### src/rtl/rfb_pkg.sv
package rfb_pkg;

    localparam logic [2:0] TAG_SINGLE = 3'b000;
    localparam logic [2:0] TAG_CONST  = 3'b001;
    localparam logic [2:0] TAG_INCR   = 3'b010;
    localparam logic [2:0] TAG_LAST   = 3'b111;

    localparam logic [1:0] WRAP_LIN = 2'b00;
    localparam logic [1:0] WRAP_4   = 2'b01;
    localparam logic [1:0] WRAP_8   = 2'b10;
    localparam logic [1:0] WRAP_16  = 2'b11;

    typedef enum logic [1:0] {
        ST_IDLE   = 2'd0,
        ST_SINGLE = 2'd1,
        ST_BURST  = 2'd2
    } seq_state_t;

endpackage

### src/rtl/rfb_addr_step.sv
module rfb_addr_step
    import rfb_pkg::*;
#(
    parameter int AW = 6
) (
    input  logic [AW-1:0] cur_i,
    input  logic [2:0]    ctype_i,
    input  logic [1:0]    wrap_i,
    output logic [AW-1:0] nxt_o
);

    localparam logic [AW-1:0] ALL_ONES = {AW{1'b1}};
    localparam logic [AW-1:0] MASK4    = AW'(3);
    localparam logic [AW-1:0] MASK8    = AW'(7);
    localparam logic [AW-1:0] MASK16   = AW'(15);

    logic [AW-1:0] mask;
    logic [AW-1:0] inc;

    always_comb begin
        unique case (wrap_i)
            WRAP_4:  mask = MASK4;
            WRAP_8:  mask = MASK8;
            WRAP_16: mask = MASK16;
            default: mask = ALL_ONES;
        endcase
        inc = cur_i + AW'(1);
        if (ctype_i == TAG_CONST) begin
            nxt_o = cur_i;
        end else begin
            nxt_o = (cur_i & ~mask) | (inc & mask);
        end
    end

endmodule

### src/rtl/rfb_lane_mem.sv
module rfb_lane_mem #(
    parameter int AW = 6,
    parameter int DW = 32
) (
    input  logic            clk,
    input  logic            we_i,
    input  logic [AW-1:0]   waddr_i,
    input  logic [DW-1:0]   wdata_i,
    input  logic [DW/8-1:0] wsel_i,
    input  logic [AW-1:0]   raddr_i,
    output logic [DW-1:0]   rdata_o
);

    localparam int LANES = DW / 8;
    localparam int DEPTH = 1 << AW;

    for (genvar g = 0; g < LANES; g++) begin : g_lane
        logic [7:0] bank [DEPTH];

        always_ff @(posedge clk) begin
            if (we_i && wsel_i[g]) begin
                bank[waddr_i] <= wdata_i[g*8 +: 8];
            end
        end

        assign rdata_o[g*8 +: 8] = bank[raddr_i];
    end

endmodule

### src/rtl/rfb_seq.sv
module rfb_seq
    import rfb_pkg::*;
#(
    parameter int AW        = 6,
    parameter bit WRAP16_EN = 1'b0
) (
    input  logic          clk,
    input  logic          rst_n,
    input  logic          cyc_i,
    input  logic          stb_i,
    input  logic [2:0]    ctype_i,
    input  logic [1:0]    wrap_i,
    input  logic [AW-1:0] adr_i,
    input  logic [AW-1:0] step_i,
    output logic          ack_o,
    output logic [AW-1:0] cur_adr_o,
    output logic [AW-1:0] rd_adr_o,
    output logic          rd_load_o,
    output logic          wr_fire_o
);

    seq_state_t    state_q;
    seq_state_t    state_d;
    logic          req;
    logic          burst_ok;
    logic          ack_q;
    logic [AW-1:0] adr_q;

    assign req = cyc_i && stb_i;

    // A tag may continue only if it is constant, or incrementing with a wrap we support
    always_comb begin
        burst_ok = 1'b0;
        if (ctype_i == TAG_CONST) begin
            burst_ok = 1'b1;
        end else if (ctype_i == TAG_INCR) begin
            burst_ok = (wrap_i != WRAP_16) || WRAP16_EN;
        end
    end

    always_comb begin
        state_d = state_q;
        unique case (state_q)
            ST_IDLE: begin
                if (req) begin
                    state_d = burst_ok ? ST_BURST : ST_SINGLE;
                end
            end
            ST_SINGLE: begin
                if (!cyc_i || stb_i) begin
                    state_d = ST_IDLE;
                end
            end
            ST_BURST: begin
                if (!cyc_i) begin
                    state_d = ST_IDLE;
                end else if (stb_i && !burst_ok) begin
                    state_d = ST_IDLE;
                end
            end
            default: state_d = ST_IDLE;
        endcase
    end

    // state register
    always_ff @(posedge clk or negedge rst_n) begin
        if (!rst_n) begin
            state_q <= ST_IDLE;
        end else begin
            state_q <= state_d;
        end
    end

    // registered outputs: acknowledge and beat address
    always_ff @(posedge clk or negedge rst_n) begin
        if (!rst_n) begin
            ack_q <= 1'b0;
            adr_q <= '0;
        end else begin
            ack_q <= (state_d != ST_IDLE);
            if (state_q == ST_IDLE && req) begin
                adr_q <= adr_i;
            end else if (state_q == ST_BURST && req && burst_ok) begin
                adr_q <= step_i;
            end
        end
    end

    always_comb begin
        rd_load_o = 1'b0;
        rd_adr_o  = step_i;
        if (state_q == ST_IDLE) begin
            rd_adr_o  = adr_i;
            rd_load_o = req;
        end else if (state_q == ST_BURST) begin
            rd_load_o = req && burst_ok;
        end
    end

    assign wr_fire_o = ack_q && req;
    assign ack_o     = ack_q;
    assign cur_adr_o = adr_q;

endmodule

### src/rtl/rfb_burst_target.sv
module rfb_burst_target
    import rfb_pkg::*;
#(
    parameter int AW        = 6,
    parameter int DW        = 32,
    parameter bit WRAP16_EN = 1'b0
) (
    input  logic            clk,
    input  logic            rst_n,
    input  logic            cyc_i,
    input  logic            stb_i,
    input  logic            we_i,
    input  logic [AW-1:0]   adr_i,
    input  logic [DW/8-1:0] sel_i,
    input  logic [DW-1:0]   dat_i,
    input  logic [2:0]      ctype_i,
    input  logic [1:0]      wrap_i,
    output logic            ack_o,
    output logic [DW-1:0]   dat_o
);

    logic [AW-1:0] cur_adr;
    logic [AW-1:0] step_adr;
    logic [AW-1:0] rd_adr;
    logic          rd_load;
    logic          wr_fire;
    logic [DW-1:0] rd_word;

    rfb_addr_step #(.AW(AW)) u_step (
        .cur_i   (cur_adr),
        .ctype_i (ctype_i),
        .wrap_i  (wrap_i),
        .nxt_o   (step_adr)
    );

    rfb_seq #(.AW(AW), .WRAP16_EN(WRAP16_EN)) u_seq (
        .clk       (clk),
        .rst_n     (rst_n),
        .cyc_i     (cyc_i),
        .stb_i     (stb_i),
        .ctype_i   (ctype_i),
        .wrap_i    (wrap_i),
        .adr_i     (adr_i),
        .step_i    (step_adr),
        .ack_o     (ack_o),
        .cur_adr_o (cur_adr),
        .rd_adr_o  (rd_adr),
        .rd_load_o (rd_load),
        .wr_fire_o (wr_fire)
    );

    rfb_lane_mem #(.AW(AW), .DW(DW)) u_mem (
        .clk     (clk),
        .we_i    (wr_fire && we_i),
        .waddr_i (cur_adr),
        .wdata_i (dat_i),
        .wsel_i  (sel_i),
        .raddr_i (rd_adr),
        .rdata_o (rd_word)
    );

    always_ff @(posedge clk or negedge rst_n) begin
        if (!rst_n) begin
            dat_o <= '0;
        end else if (rd_load) begin
            dat_o <= rd_word;
        end
    end

endmodule

### config.mk
export PLATFORM = sky130hd
export DESIGN_NAME = rfb_burst_target
export DESIGN_NICKNAME = d
export VERILOG_FILES = /design/src/rtl/rfb_pkg.sv /design/src/rtl/rfb_addr_step.sv /design/src/rtl/rfb_lane_mem.sv /design/src/rtl/rfb_seq.sv /design/src/rtl/rfb_burst_target.sv
export SDC_FILE = /design/constraint.sdc
export NUM_CORES = 2
export LEC_CHECK = 0
export BUFFER_PORTS_ARGS = -buffer_cell sky130_fd_sc_hd__buf_2
export CORE_ASPECT_RATIO = 1.75
export CORE_MARGIN = 3
export CORE_UTILIZATION = 35
export CTS_CLUSTER_DIAMETER = 40
export DETAILED_ROUTE_END_ITERATION = 8
export GPL_ROUTABILITY_DRIVEN = 0
export PLACE_DENSITY_LB_ADDON = 0.08
export SYNTH_ARGS = -nofsm -noshare
export SYNTH_HDL_FRONTEND = slang
export SYNTH_HIERARCHICAL = 1
export SYNTH_SLANG_ARGS = --single-unit
### constraint.sdc
create_clock -name clk -period 3 [get_ports clk]
set_input_delay 0.3 -clock clk [delete_from_list [all_inputs] [get_ports clk]]
set_output_delay 0.3 -clock clk [all_outputs]
set_load 0.1 [all_outputs]
### Yosys cells after proc, flatten, opt, wreduce, memory -nomap -nowiden

Memories as Yosys holds them, arrays and structs flattened. A register that Yosys moved wholly into a read port is not among the register bits.
Cells that the tools add are included.

* $add $sub $neg: 1
* equal/unequal tests: 8
* muxes and demuxes: 23
* bitwise operators: 4
* reduce and logical (&&, ||, !) cells: 22

Operator list (count)
* 6-bit two-way mux: 4
* 6-bit one-hot mux with 3 select lines: 1
* 6-bit bitwise AND: 2
* 1-bit logical AND: 12
* 1-bit two-way mux: 12
* 2-bit two-way mux: 5
* 6-bit by 1-bit adder with 6-bit output (second input constant): 1
* 2-bit == test (second input constant): 3
* 1-bit zero test: 6
* 6-bit NOT: 1
* 6-bit bitwise OR: 1
* 2-bit one-hot mux with 3 select lines: 1
* 2-bit by 1-bit == test with 1-bit output (second input constant): 2
* 2-bit nonzero test: 2
* 3-bit by 1-bit == test with 1-bit output (second input constant): 1
* 3-bit by 2-bit == test with 1-bit output (second input constant): 1
* 2-bit zero test: 1
* 2-bit inequality test (second input constant): 1
* 1-bit logical OR: 1

* register bits after elaboration: 9
* bits in writable memories: 2048
* word-level logic and storage cells: 65
* memories kept: 4

Memories
* u_mem.g_lane[0].bank: words 64, bits a word 8, rd ports 1, clocked after Yosys merged registers in 1, wr ports 1, line rfb_lane_mem.sv:18 `logic [7:0] bank [DEPTH];`
* u_mem.g_lane[1].bank: words 64, bits a word 8, rd ports 1, clocked after Yosys merged registers in 1, wr ports 1, line rfb_lane_mem.sv:18
* u_mem.g_lane[2].bank: words 64, bits a word 8, rd ports 1, clocked after Yosys merged registers in 1, wr ports 1, line rfb_lane_mem.sv:18
* u_mem.g_lane[3].bank: words 64, bits a word 8, rd ports 1, clocked after Yosys merged registers in 1, wr ports 1, line rfb_lane_mem.sv:18

### Depth between registers and ports, before layout

* depth after elaboration: 9
* depth in mapped cells: 15
* mapped depth without buffers: 12

### Modules after synthesis

Netlist, hierarchy kept.

By module, submodules not included
* rfb_lane_mem: instances 1, cells each 3575, area each 78650.4 um^2, sequential area each 61499.0 um^2
* rfb_burst_target: instances 1, cells each 69, area each 1351.3 um^2, sequential area each 800.8 um^2
* rfb_seq: instances 1, cells each 53, area each 611.8 um^2, sequential area each 225.2 um^2
* rfb_addr_step: instances 1, cells each 19, area each 162.7 um^2, sequential area each 0.0 um^2

### Worst setup path after synthesis

No wires, ideal clock.

* kind: register to register
* start: register u_seq.state_q[1]
* end: register dat_o[3], read port of u_mem.g_lane[0].bank
* arrival: 2.870 ns
* required time: 2.874 ns
* slack: 0.004 ns
* cell stages (with the launch flop): 12
* path buffers: 4
* clock period less this slack: 2.996 ns
* cells stage by stage: dfrtp_1 > buf_6 > nor2_1 > mux2_2 > buf_2 > buf_2 > buf_4 > mux4_2 > a22oi_1 > nand3_1 > and4_1 > mux2_4

RTL lines
* from (decl): line rfb_seq.sv:22 `seq_state_t state_q;`
* from (signal assigned): line rfb_seq.sv:70 `state_q <= state_d;`
* 2-bit zero test: line rfb_seq.sv:92 `if (state_q == ST_IDLE) begin`
* 6-bit two-way mux: line rfb_seq.sv:92
* named net rd_adr[0]: line rfb_burst_target.sv:24 `logic [AW-1:0] rd_adr;`
* to (decl): line rfb_burst_target.sv:19 `output logic [DW-1:0] dat_o`

The timed path passes the listed nets, and every way through them passes these cells.
A chain may end at the register's enable or synchronous reset.

### Worst setup path in the final report

* start: register u_seq.adr_q[0] (netlist: u_seq/cur_adr_o[0])
* end: register dat_o[26], read port of u_mem.g_lane[3].bank

* word-level cells in the longest chain between the ends: 5

RTL lines
* from (decl): line rfb_seq.sv:27 `logic [AW-1:0] adr_q;`
* from (signal assigned): line rfb_seq.sv:82 `adr_q <= adr_i;`
* from (signal assigned): line rfb_seq.sv:84 `adr_q <= step_i;`
* 6-bit by 1-bit adder with 6-bit output: line rfb_addr_step.sv:27 `inc = cur_i + AW'(1);`
* 6-bit bitwise AND: line rfb_addr_step.sv:31 `nxt_o = (cur_i & ~mask) | (inc & mask);`
* 6-bit bitwise OR: line rfb_addr_step.sv:31
* 6-bit two-way mux: line rfb_addr_step.sv:28 `if (ctype_i == TAG_CONST) begin`
* named net step_adr[2]: line rfb_burst_target.sv:23 `logic [AW-1:0] step_adr;`
* 6-bit two-way mux: line rfb_seq.sv:92
* named net rd_adr[2]: line rfb_burst_target.sv:24

The timed path passes the listed nets, and every way through them passes these cells.

==> summary.log <==
INFO  worst_setup_path path_common_cell=buf_4
INFO  yosys          syn_area=0.08078mm²
INFO  route          drt_first_iter_violations=4403
INFO  floorplanning  initial_utilization=35.31%
INFO  floorplanning  fp.dieH=641.5µm
INFO  route          route.detailed.vias_per_inst=5.400
INFO  cells_and_area nets=4760
INFO  sta            maxSlewViolCount=0
INFO  run_status     result_of_the_run=finished, violations left
INFO  cells_and_area area_delta_synth_final=26.18%
INFO  yosys          synth-async-reset-ratio=1.963%
INFO  power_and_ir_drop switchingPower=0.02479W
INFO  worst_setup_path worst_setup_startpoint=u_seq/cur_adr_o[0]
INFO  worst_setup_path rr_worst_depth=13
INFO  sta            setup-tns-final=-6980ps
INFO  global_route   number_of_global_route_vias_before_repair=44229
INFO  worst_setup_path critical_path_depth=13
INFO  clock_tree     clockBufferDepth=4
INFO  worst_setup_path crit_required=3750ps
INFO  clock_tree     clock-sinks=2089
INFO  power_and_ir_drop total_power=0.08211W
INFO  sta            fmaxAchievable=0.3033GHz
INFO  worst_setup_path crit_path_kind=reg -> reg
INFO  run            cap_viol_max_count=0
INFO  route          drtAntennaViolNets=0
INFO  cells_and_area drive_gt1_share=43.01%
INFO  yosys          syn_area_per_cell=21.74µm²
INFO  floorplanning  dieWidth=369.2µm
INFO  sta            grt_setup_unrepaired=yes
INFO  worst_setup_path worstReg2RegEnd=dat_o[26]
INFO  floorplanning  io-pin-count=85
INFO  place          hpwl=191600µm
INFO  worst_setup_path crit_path_end_kind=flop
INFO  cells_and_area mostFrequentLayoutCells=edfxtp_1, buf_4, mux4_2
INFO  sta            timing.slew.headroom=17.98%
INFO  cells_and_area layout.area.seq=0.06253mm²
INFO  sta            final-setup-viol-count=32
INFO  worst_setup_path worstPathCellList=ha_4, nor3b_4, xor2_4, mux2_8, buf_6, buf_4, or2_4, o22ai_2, nor2_2, a2111oi_4, buf_4, a221oi_2, mux2_4
INFO  route          first_pass_iters=6
INFO  place          placement.setup.worst_slack=-1030ps
INFO  worst_setup_path top_fanout_value_on_the_critical_path=8
INFO  yosys          synth_top_flop_cell=edfxtp_1
INFO  sta            skew=37.35ps
INFO  clock_tree     cts_made_buffers=210
INFO  sta            finalCritPeriodShare=109.9%
INFO  floorplanning  coreArea=0.2287mm²
INFO  route          drt-wirelength-per-cell=35.56µm
INFO  worst_setup_path critical_path.top_delay_family=multiplexers
INFO  worst_setup_path crit_path_top_delay_cell=dfrtp_1
INFO  run_status     failed_checks=setup timing
INFO  yosys          yosysWarningCount=6
INFO  global_route   grt_max_degree=65
INFO  worst_setup_path setup.reg_to_reg.worst_slack=-300ps
INFO  yosys          synth-seq-cells=2089
INFO  worst_setup_path critPathMaxStageDelay=440ps
INFO  worst_setup_path cp_data_arrival_time=4050ps
INFO  clock_tree     cts_max_level=4
INFO  power_and_ir_drop powerDensity=805.6mW/mm²
INFO  hold_path      worstHoldPathType=in -> reg
INFO  yosys          postSynthCellCount=3716
INFO  global_route   antenna_violations_before_repair=17
INFO  power_and_ir_drop p_clk_share=31.9%
INFO  clock_tree     clkSlewWorstSetupHoldPaths=70ps
INFO  worst_setup_path rr_startpoint=u_seq/cur_adr_o[0]
INFO  floorplanning  floorplan.rows=232
INFO  worst_setup_path worst_setup_path_start_kind=flop
INFO  sta            setup_ws_final=-296.6ps
INFO  power_and_ir_drop power_frac_seq=40.0%
INFO  yosys          synthDistinctLibCells=52
INFO  power_and_ir_drop p_leak=33.18nW
INFO  clock_tree     cts_root_buffer=clkbuf_16
INFO  power_and_ir_drop vdd_drop_max=413.2µV
INFO  yosys          syn-num-nets=3771
INFO  floorplanning  die_area=0.2368mm²
INFO  sta            tightest_slew=1230ps
INFO  route          drc=0
INFO  global_route   global_route.usage.total=23.58%
INFO  global_route   wire_length_of_the_first_global_routing_pass=380900µm
INFO  worst_setup_path worst_setup_path_endpoint=dat_o[26]
INFO  route          dr_total_vias=42773
INFO  power_and_ir_drop cellInternalPower=0.05732W
INFO  route          wirelength=281700µm
INFO  yosys          yosysSeqAreaShare=77.41%
INFO  cells_and_area number_of_fillers_in_the_final_layout=19919
INFO  clock_tree     insertion_delay=890ps
INFO  cells_and_area multi_input_area=0.01898mm²
INFO  power_and_ir_drop combPwrFrac=28.2%
INFO  yosys          synth_enable_flop_cells=2048
INFO  sta            layout_min_cycle_time=3297ps
INFO  worst_setup_path number_of_buffers_and_inverters_on_the_critical_path=3
INFO  place          io_buffer_count=84
INFO  sta            timing.final.hold_violations=0
INFO  clock_tree     tritoncts=built
INFO  cells_and_area final_common_cell=edfxtp_1
INFO  power_and_ir_drop power.switching_fraction=30.19%
INFO  global_route   global_route.overflow_total=0
INFO  hold_path      holdPathStages=1
[repair_timing]
action                                  4_1_cts  5_1_grt
buffers inserted                             78       69
resized for setup                           301      216
cloned                                       19       14
hold buffers                                 28        0
hold endpoints to repair                    501        0
endpoints found under the setup margin       32       32
pin swaps                                    37       69
[power by group through the flow]
stage / Combinational, W / Clock (W) / Sequential [W]
global route: 0.0239 / 0.0278 / 0.0328
global placement: 0.0191 / 0 / 0.0334
floorplan: 0.00836 / 0 / 0.0347
CTS: 0.0217 / 0.0269 / 0.0328
finish: 0.0231 / 0.0262 / 0.0328
detailed placement: 0.0191 / 0 / 0.0334
[sequential cells by signal (all words and copies together), names as in the netlist]
register           flops
u_mem/g_lane.bank   2048
u_seq/cur_adr_o        6
dat_o                 32
u_seq/state_q          2
u_seq/ack_o            1
[area by class of cell]
cell class                 instances  area share (%)
antenna                            8         0.01964
clock buffer                     245           5.346
clock inverter                   133           1.252
inverter                           6         0.02210
multi-input combinational       1407           18.62
sequential                      2089           61.35
tap                             3042           3.734
timing repair buffer             991           9.660
[Yosys cell counts (10+ instances only)]
| cell | number | area share [%] |
|---|---|---|
| mux2_4 | 31 | 0.58 |
| o22ai_1 | 114 | 0.88 |
| a22oi_1 | 34 | 0.32 |
| nor4_1 | 21 | 0.16 |
| clkbuf_1 | 95 | 0.44 |
| buf_2 | 52 | 0.32 |
| nand2b_1 | 10 | 0.077 |
| dfrtp_1 | 41 | 1.3 |
| nand3_1 | 20 | 0.12 |
| o22a_1 | 21 | 0.23 |
| nand2_1 | 86 | 0.40 |
| a21oi_1 | 32 | 0.20 |
| nor2_1 | 279 | 1.3 |
| o21ai_0 | 21 | 0.13 |
| mux2_2 | 33 | 0.46 |
| nor3_1 | 18 | 0.11 |
| edfxtp_1 | 2048 | 76 |
| mux2i_1 | 55 | 0.68 |
| a221oi_1 | 17 | 0.18 |
| o221ai_1 | 22 | 0.24 |
| buf_4 | 48 | 0.45 |
| buf_6 | 10 | 0.14 |
| mux4_2 | 509 | 14 |
[worst min path at each step]
stage                     startpoint                           to  slack (ps)
after floorplan                rst_n                     dat_o[0]           4
after global placement         rst_n                    dat_o[10]         410
after detailed placement       rst_n                    dat_o[10]         410
after CTS                   dat_i[6]  u_mem/g_lane[0].bank[26][6]         0.6
after global routing       dat_i[31]  u_mem/g_lane[3].bank[59][7]          30
final                       dat_i[6]  u_mem/g_lane[0].bank[26][6]          30
[logic make-up after synthesis]
group | after synthesis | synth area share, %
xor gates and xnor gates | 6 | 0.06506
buffers and inverters | 223 | 1.493
and+or+nand+nor | 479 | 2.608
DFF | 2089 | 77.41
muxes | 628 | 15.91
adders and majority gates | 3 | 0.04647
AOI/OAI and AO/OA | 288 | 2.472
[through the flow]
| stage | cell area [µm²] | util, % | hold WS [ps] | instances |
|---|---|---|---|---|
| after global placement | 90270 | 39.46 | 409.8 | 7345 |
| after detailed placement | 90270 | 39.46 | 408.4 | 7345 |
| after CTS | 100000 | 43.73 | 0.6493 | 7842 |
| after floorplan | 80780 | - | 4.409 | 3716 |
| after global routing | 101900 | 44.55 | 31.48 | 7914 |
| final | 101900 | 44.56 | 27.57 | 7921 |
[per-layer routing]
layer	part of all wire (%)	global-route usage (%)	vias to the layer above
met5	0.035	0	-
met4	4.3	9.250	16
met3	4.6	2.963	415
met2	53	42.09	1294
met1	38	29.05	23440
li1	-	-	17608
Note: power is estimated with default switching activity, not from simulation.
